## src/rtl/quiz_pkg.sv

```systemverilog
`timescale 1ns/1ps
package quiz_pkg;
  typedef enum logic [1:0] {
    ST_CLEAR   = 2'd0,
    ST_RUN     = 2'd1,
    ST_WON     = 2'd2,
    ST_TIMEOUT = 2'd3
  } quiz_state_e;

  typedef logic [3:0] bcd_t;
endpackage

```

## src/rtl/quiz_prio_enc.sv

```systemverilog
`timescale 1ns/1ps
module quiz_prio_enc #(
  parameter int N = 8,
  parameter int W = 4
) (
  input  logic [N-1:0] req_i,
  output logic         hit_o,
  output logic [W-1:0] num_o
);
  // later (higher) index overrides earlier
  always_comb begin
    hit_o = |req_i;
    num_o = '0;
    for (int i = 0; i < N; i++) begin
      if (req_i[i]) num_o = W'(i + 1);
    end
  end
endmodule

```

## src/rtl/quiz_bcd_timer.sv

```systemverilog
`timescale 1ns/1ps
module quiz_bcd_timer
  import quiz_pkg::*;
#(
  parameter bcd_t INIT_TENS = 4'd3,
  parameter bcd_t INIT_ONES = 4'd0
) (
  input  logic clk_i,
  input  logic rst_ni,
  input  logic load_i,
  input  logic dec_i,
  output bcd_t tens_o,
  output bcd_t ones_o,
  output logic zero_o
);
  bcd_t tens_q, ones_q;

  assign zero_o = (tens_q == 4'd0) && (ones_q == 4'd0);

  always_ff @(posedge clk_i or negedge rst_ni) begin
    if (!rst_ni) begin
      tens_q <= INIT_TENS;
      ones_q <= INIT_ONES;
    end else if (load_i) begin
      tens_q <= INIT_TENS;
      ones_q <= INIT_ONES;
    end else if (dec_i && !zero_o) begin
      if (ones_q == 4'd0) begin
        ones_q <= 4'd9;
        tens_q <= tens_q - 4'd1;
      end else begin
        ones_q <= ones_q - 4'd1;
      end
    end
  end

  assign tens_o = tens_q;
  assign ones_o = ones_q;

  AST_DIGIT_RANGE: assert property (@(posedge clk_i) disable iff (!rst_ni)
    (tens_q <= 4'd9) && (ones_q <= 4'd9));
  AST_STEP_DOWN: assert property (@(posedge clk_i) disable iff (!rst_ni)
    (dec_i && !load_i && !zero_o) |=>
      ({4'd0, $past(tens_q)} * 8'd10 + {4'd0, $past(ones_q)})
        == ({4'd0, tens_q} * 8'd10 + {4'd0, ones_q} + 8'd1));
endmodule

```

## src/rtl/quiz_ctrl.sv

```systemverilog
`timescale 1ns/1ps
module quiz_ctrl
  import quiz_pkg::*;
#(
  parameter int W           = 4,
  parameter int ALARM_TICKS = 1
) (
  input  logic         clk_i,
  input  logic         rst_ni,
  input  logic         start_i,
  input  logic         tick_i,
  input  logic         hit_i,
  input  logic [W-1:0] num_i,
  input  logic         zero_i,
  output logic         load_o,
  output logic         dec_o,
  output logic [W-1:0] winner_o,
  output logic         blank_o,
  output logic         alarm_o
);
  localparam int CW = $clog2(ALARM_TICKS + 1);

  quiz_state_e    st_q;
  logic           start_q;
  logic [W-1:0]   winner_q;
  logic           alarm_q;
  logic [CW-1:0]  acnt_q;
  logic           arm;

  assign arm = start_i && !start_q;

  // start_q resets high so a start held through reset does not arm
  always_ff @(posedge clk_i or negedge rst_ni) begin
    if (!rst_ni) start_q <= 1'b1;
    else         start_q <= start_i;
  end

  always_ff @(posedge clk_i or negedge rst_ni) begin
    if (!rst_ni) begin
      st_q     <= ST_CLEAR;
      winner_q <= '0;
      alarm_q  <= 1'b0;
      acnt_q   <= '0;
    end else if (!start_i) begin
      st_q     <= ST_CLEAR;
      winner_q <= '0;
      alarm_q  <= 1'b0;
      acnt_q   <= '0;
    end else begin
      unique case (st_q)
        ST_CLEAR: if (arm) st_q <= ST_RUN;
        ST_RUN: begin
          if (zero_i) begin
            st_q    <= ST_TIMEOUT;
            alarm_q <= 1'b1;
          end else if (hit_i) begin
            st_q     <= ST_WON;
            winner_q <= num_i;
            alarm_q  <= 1'b1;
            acnt_q   <= CW'(ALARM_TICKS);
          end
        end
        ST_WON: begin
          if (tick_i && alarm_q) begin
            if (acnt_q <= CW'(1)) begin
              alarm_q <= 1'b0;
              acnt_q  <= '0;
            end else begin
              acnt_q <= acnt_q - CW'(1);
            end
          end
        end
        ST_TIMEOUT: ;
        default: st_q <= ST_CLEAR;
      endcase
    end
  end

  assign load_o   = !start_i || (st_q == ST_CLEAR);
  assign dec_o    = start_i && (st_q == ST_RUN) && tick_i && !hit_i && !zero_i;
  assign winner_o = winner_q;
  assign blank_o  = (st_q != ST_WON);
  assign alarm_o  = alarm_q;

  AST_CLEAR_BLANK: assert property (@(posedge clk_i) disable iff (!rst_ni)
    !start_i |=> (blank_o && winner_o == '0 && !alarm_o));
  AST_NO_ARM_HELD: assert property (@(posedge clk_i) disable iff (!rst_ni)
    (st_q == ST_CLEAR && start_q) |=> (st_q == ST_CLEAR));
  AST_LOCK_HOLD: assert property (@(posedge clk_i) disable iff (!rst_ni)
    (st_q == ST_WON && start_i) |=> $stable(winner_o));
  AST_WIN_ALARM: assert property (@(posedge clk_i) disable iff (!rst_ni)
    (st_q == ST_RUN && start_i && hit_i && !zero_i) |=> (alarm_o && !blank_o));
  AST_TIMEOUT_ALARM: assert property (@(posedge clk_i) disable iff (!rst_ni)
    (st_q == ST_TIMEOUT && start_i) |=> (alarm_o && blank_o));
endmodule

```

## src/rtl/quiz_arbiter.sv

```systemverilog
`timescale 1ns/1ps
module quiz_arbiter
  import quiz_pkg::*;
#(
  parameter int   N_PLAYERS   = 8,
  parameter bcd_t PRESET_TENS = 4'd3,
  parameter bcd_t PRESET_ONES = 4'd0,
  parameter int   ALARM_TICKS = 1
) (
  input  logic                           clk_i,
  input  logic                           rst_ni,
  input  logic                           start_i,
  input  logic                           tick_i,
  input  logic [N_PLAYERS-1:0]           buzz_ni,
  output logic [$clog2(N_PLAYERS+1)-1:0] winner_o,
  output logic                           blank_o,
  output logic [3:0]                     tens_o,
  output logic [3:0]                     ones_o,
  output logic                           alarm_o
);
  localparam int NW = $clog2(N_PLAYERS + 1);

  logic          hit, load, dec, zero;
  logic [NW-1:0] num;

  quiz_prio_enc #(.N(N_PLAYERS), .W(NW)) u_enc (
    .req_i (~buzz_ni),
    .hit_o (hit),
    .num_o (num)
  );

  quiz_bcd_timer #(.INIT_TENS(PRESET_TENS), .INIT_ONES(PRESET_ONES)) u_timer (
    .clk_i  (clk_i),
    .rst_ni (rst_ni),
    .load_i (load),
    .dec_i  (dec),
    .tens_o (tens_o),
    .ones_o (ones_o),
    .zero_o (zero)
  );

  quiz_ctrl #(.W(NW), .ALARM_TICKS(ALARM_TICKS)) u_ctrl (
    .clk_i    (clk_i),
    .rst_ni   (rst_ni),
    .start_i  (start_i),
    .tick_i   (tick_i),
    .hit_i    (hit),
    .num_i    (num),
    .zero_i   (zero),
    .load_o   (load),
    .dec_o    (dec),
    .winner_o (winner_o),
    .blank_o  (blank_o),
    .alarm_o  (alarm_o)
  );

  AST_WON_FROZEN: assert property (@(posedge clk_i) disable iff (!rst_ni)
    (!blank_o && start_i) |=> ($stable(tens_o) && $stable(ones_o)));
  AST_ZERO_HOLD: assert property (@(posedge clk_i) disable iff (!rst_ni)
    (zero && start_i && blank_o && alarm_o) |=> (tens_o == 4'd0 && ones_o == 4'd0));
endmodule

```

## config.mk

```make
export PLATFORM = sky130hd
export DESIGN_NAME = quiz_arbiter
export DESIGN_NICKNAME = d
export VERILOG_FILES = /design/src/rtl/quiz_pkg.sv /design/src/rtl/quiz_prio_enc.sv /design/src/rtl/quiz_bcd_timer.sv /design/src/rtl/quiz_ctrl.sv /design/src/rtl/quiz_arbiter.sv
export SDC_FILE = /design/constraint.sdc
export NUM_CORES = 1
export LEC_CHECK = 0
export BUFFER_PORTS_ARGS = -buffer_cell sky130_fd_sc_hd__buf_2
export CORE_ASPECT_RATIO = 1.4
export CORE_UTILIZATION = 46
export CTS_CLUSTER_SIZE = 40
export DETAILED_ROUTE_END_ITERATION = 12
export PLACE_DENSITY = 0.74
export SLEW_MARGIN = 10
export SYNTH_ARGS = -nofsm -noshare
export SYNTH_HDL_FRONTEND = slang
export SYNTH_SLANG_ARGS = --single-unit
```

## constraint.sdc

```tcl
create_clock -name clk_i -period 1.8 [get_ports clk_i]
set_input_delay 0.27 -clock clk_i [delete_from_list [all_inputs] [get_ports clk_i]]
set_output_delay 0.27 -clock clk_i [all_outputs]
set_load 0.1 [all_outputs]
```

==> summary by stage <==
Status
The flow ran to the end, and the final reports show no timing, DRC or antenna violations.

STA
The period utilization is 0.962. On the final layout, the worst clock skew is 0.00610 ns. The smallest clock period supported by the final layout is computed as 1.73 ns. Setup repair after global routing left no endpoint under its margin. Derived from the worst setup path, the maximum achievable clock frequency is 578 MHz. The number of max-slew violations in the final report is 0. Headroom to the max-slew limit came out at 0.665. The final count of hold timing violations came to 0. The final number of setup-violating endpoints is 0. The slew at the pin closest to its max-slew limit is 0.503 ns.

Placed design
Summing all placed instances gives a cell area of 0.00123 mm^2. At the end of routability-driven placement, the weighted congestion stood at 0.764. The wire-length estimate of the detail-placed layout is 1660 um. In this run the tool buffered the top-level ports with 25 buffer cells.

Floorplanning
The die covers 0.00240 mm^2. The x dimension of the die is 41.7 um. Pin placement for this block handled 26 I/O pins. The initial standard-cell utilization of the core is 0.503. The standard cell core area is 0.00202 mm^2.

The vertical extent of the die is 57.6 um. The initialized floorplan defines 19 standard-cell rows.

Cells and area
For this run, the share of the core covered by cells in the final layout is 0.636. The multi-input combinational cells in the finished layout cover a total of 596 um^2. The number of antenna diodes in the final layout is 0. The layout net count is 157. The finished cells cover 0.00128 mm^2. The signed area change from the synthesized netlist to the final layout is 26.5%.

Registers take 424 um^2. The filler cell count in the final layout is 190. The fraction of layout cells with a size suffix above 1 is 0.397.

Yosys
Of the synthesized area, sequential elements account for 0.398. Of all flip-flops after synthesis, the portion carrying an async set or reset was 1.00. The synthesized netlist cell count is 110. The total of warnings raised by yosys is 0. dfrtp_1 takes more of the synthesized area than any other cell. The number of nets handed over by synthesis was 125.

Counting flops and latches in the post-synthesis netlist gives 16. The share of Yosys cell area claimed by the top area cell type is 0.320. The prevailing post-synth register cell is dfrtp_1.

Sorting the synthesized cells by area gives the leading types as dfrtp_1 32%, dfstp_2 7.8%, nand3_1 4.4%. The average instance area after synthesis is 9.24 um^2. The area of the mapped netlist is 0.00102 mm^2. The number of synthesized flops with an enable pin is 0. After synthesis, the netlist uses 41 different library cells.

Routing
The overall routed net length is 2210 um. The length of routed met3 wiring is 66 um. The first-pass iteration count of the detailed router is 4. Summed over all nets, wire length on met2 after detailed routing comes to 1190 um. The met1 wire length is 942 um. Once detail routing completed, the nets flagged for antenna violations numbered 0. Using the TritonRoute via totals, the vias-per-cell ratio works out to 5.88.

For this run, design rule violations remaining after detail routing come to 0. The highest metal layer carrying signal wires in the routed design is met4. Summing over every cut layer, the via total after detailed routing is 952. In the final routed layout, each cell accounts on average for 13.6 um.

After the first detailed-routing iteration, the DRC count stood at 12.

Critical path
The worst setup path is launched from a flip-flop. The reg-to-reg setup timing slack is 0.07 ns. In this run the worst path has a maximum fanout of 4.

The required time at the endpoint of the critical path is 1.98 ns. Data arrives at the worst endpoint at 1.91 ns. The worst setup path is of the flip-flop to flip-flop kind.

STA classifies the critical path endpoint as a flip-flop.

Power
The power density over cell area is 584 mW/mm^2. The worst vdd rail ir drop is 442 uV. Summed over all cells, the static leakage comes to 0.000588 uW.

Clock network
The root buffer cell chosen for the clock tree is clkbuf_4. The post-CTS clock slew at the launch and capture registers of the worst setup and hold paths is 0.10 ns. CTS saw 16 sinks. TritonCTS built the clock tree. The clock insertion delay at the later pin of the skew report is 0.28 ns. The number of clock buffers inserted by TritonCTS is 3. CTS built an H-tree with a depth of 1. In this run the deepest clock path goes through 2 buffers.

Global routing
The number of antenna violations at the first check in global routing is 0. The global-route usage over all layers is 0.214. The first-pass GRT wire length is 3930 um.

Entering global routing, the biggest net connects 17 pins. The global-route congestion overflow total is 0. The number of global-route vias before repair is 916.

Hold path
The path category of the worst min-delay check is input pin to flip-flop.

Flow run
The number of max-cap violations is 0.
timing repair:
| item | in CTS | in global routing |
|---|---|---|
| setup endpoints to repair | 0 | 5 |
| hold buffers | 1 | 0 |
| gates resized for setup | 0 | 3 |
| endpoints found under the hold margin | 13 | 0 |
| setup buffers | 0 | 1 |
registers in the layout, indices dropped and copies added (netlist names):
name / cells
u_ctrl.st_q: 2
u_ctrl.winner_o: 4
u_ctrl.alarm_o: 1
u_timer.tens_o: 4
u_ctrl.start_q: 1
u_timer.ones_o: 4
final timing paths:
check,cells past startpoint,startpoint,end
min,2,start_i,u_ctrl.start_q
min reg2reg,1,u_ctrl.winner_o[3],u_ctrl.winner_o[3]
max,7,u_timer.tens_o[0],u_ctrl.winner_o[1]
max reg2reg,7,u_timer.tens_o[0],u_ctrl.winner_o[1]
min in group asynchronous,2,rst_ni,u_timer.ones_o[0]
max in group asynchronous,2,rst_ni,u_ctrl.start_q
power breakdown:
part | leakage (uW) | switching [uW] | total [uW] | internal [uW]
Clock | 0.0000150 | 114 | 200 | 86.0
Combinational | 0.000374 | 117 | 168 | 51.5
Sequential | 0.000199 | 11.5 | 383 | 371
logic make-up (layout without fill, tap and decap cells):
kind of cell	count (synthesis)	in the layout	synth area share
simple gates	46	46	0.271
flops	16	16	0.398
fa+ha+maj	3	3	0.0369
buf+inv	12	43	0.0542
compound gates	30	30	0.211
mux	3	3	0.0296
area by class of cell:
type                            count  area share
Clock buffer                        4      0.0204
Inverter                            8      0.0312
Timing Repair Buffer               31       0.134
Sequential cell                    16       0.330
Multi-Input combinational cell     82       0.463
Tap cell                           21      0.0204
layout by cell type (no fill, tap or decap), drive strengths merged, types with 2 or more instances in the layout:
master / count
dfrtp: 13
ha: 3
a21o: 2
nor2: 3
nor3: 3
nor3b: 2
clkbuf: 4
a31oi: 4
a41o: 2
and4: 2
dfstp: 3
a21oi: 6
nand2b: 4
nand3: 9
mux2i: 3
nor4: 2
o21a: 3
inv: 8
buf: 30
o21ai: 7
and3: 2
nand2: 12
metrics by stage:
| step | instances | power, uW | setup TNS, ns | hold slack, ns | setup WS, ns |
|---|---|---|---|---|---|
| final | 162 | 751 | 0 | 0.270 | 0.0687 |
| after floorplan | 110 | 504 | -0.179 | -0.0256 | -0.0929 |
| after global routing | 162 | 791 | 0 | 0.257 | 0.0113 |
| after global placement | 156 | 551 | 0 | 0.201 | 0.0916 |
| after detailed placement | 156 | 553 | 0 | 0.206 | 0.0570 |
| after CTS | 161 | 759 | 0 | 0.255 | 0.0395 |
cell usage after synthesis (2+ instances only):
cell,number
a21oi_1,5
mux2i_1,3
dfstp_2,3
o21ai_0,7
nor2_1,3
dfrtp_1,13
nand3_1,9
a41o_1,2
o21a_1,3
nand2_1,12
and4_1,2
nand2b_1,4
a31oi_1,4
nor3_1,3
ha_1,3
inv_1,8
nor4_1,2
per-layer routing:
layer	global-route usage	up-vias
li1	-	471
met1	0.255	455
met2	0.379	24
met3	0.0285	2
met4	0.0968	0
met5	0	-
critical path, stage by stage (launching register included):
cell     delay (ns)
dfstp_4        0.66
inv_4          0.05
ha_4           0.15
nor3b_4        0.17
a21oi_4        0.18
buf_4          0.14
nor2_1         0.04
a221o_1        0.25
Note: power is estimated with default switching activity, not from simulation.
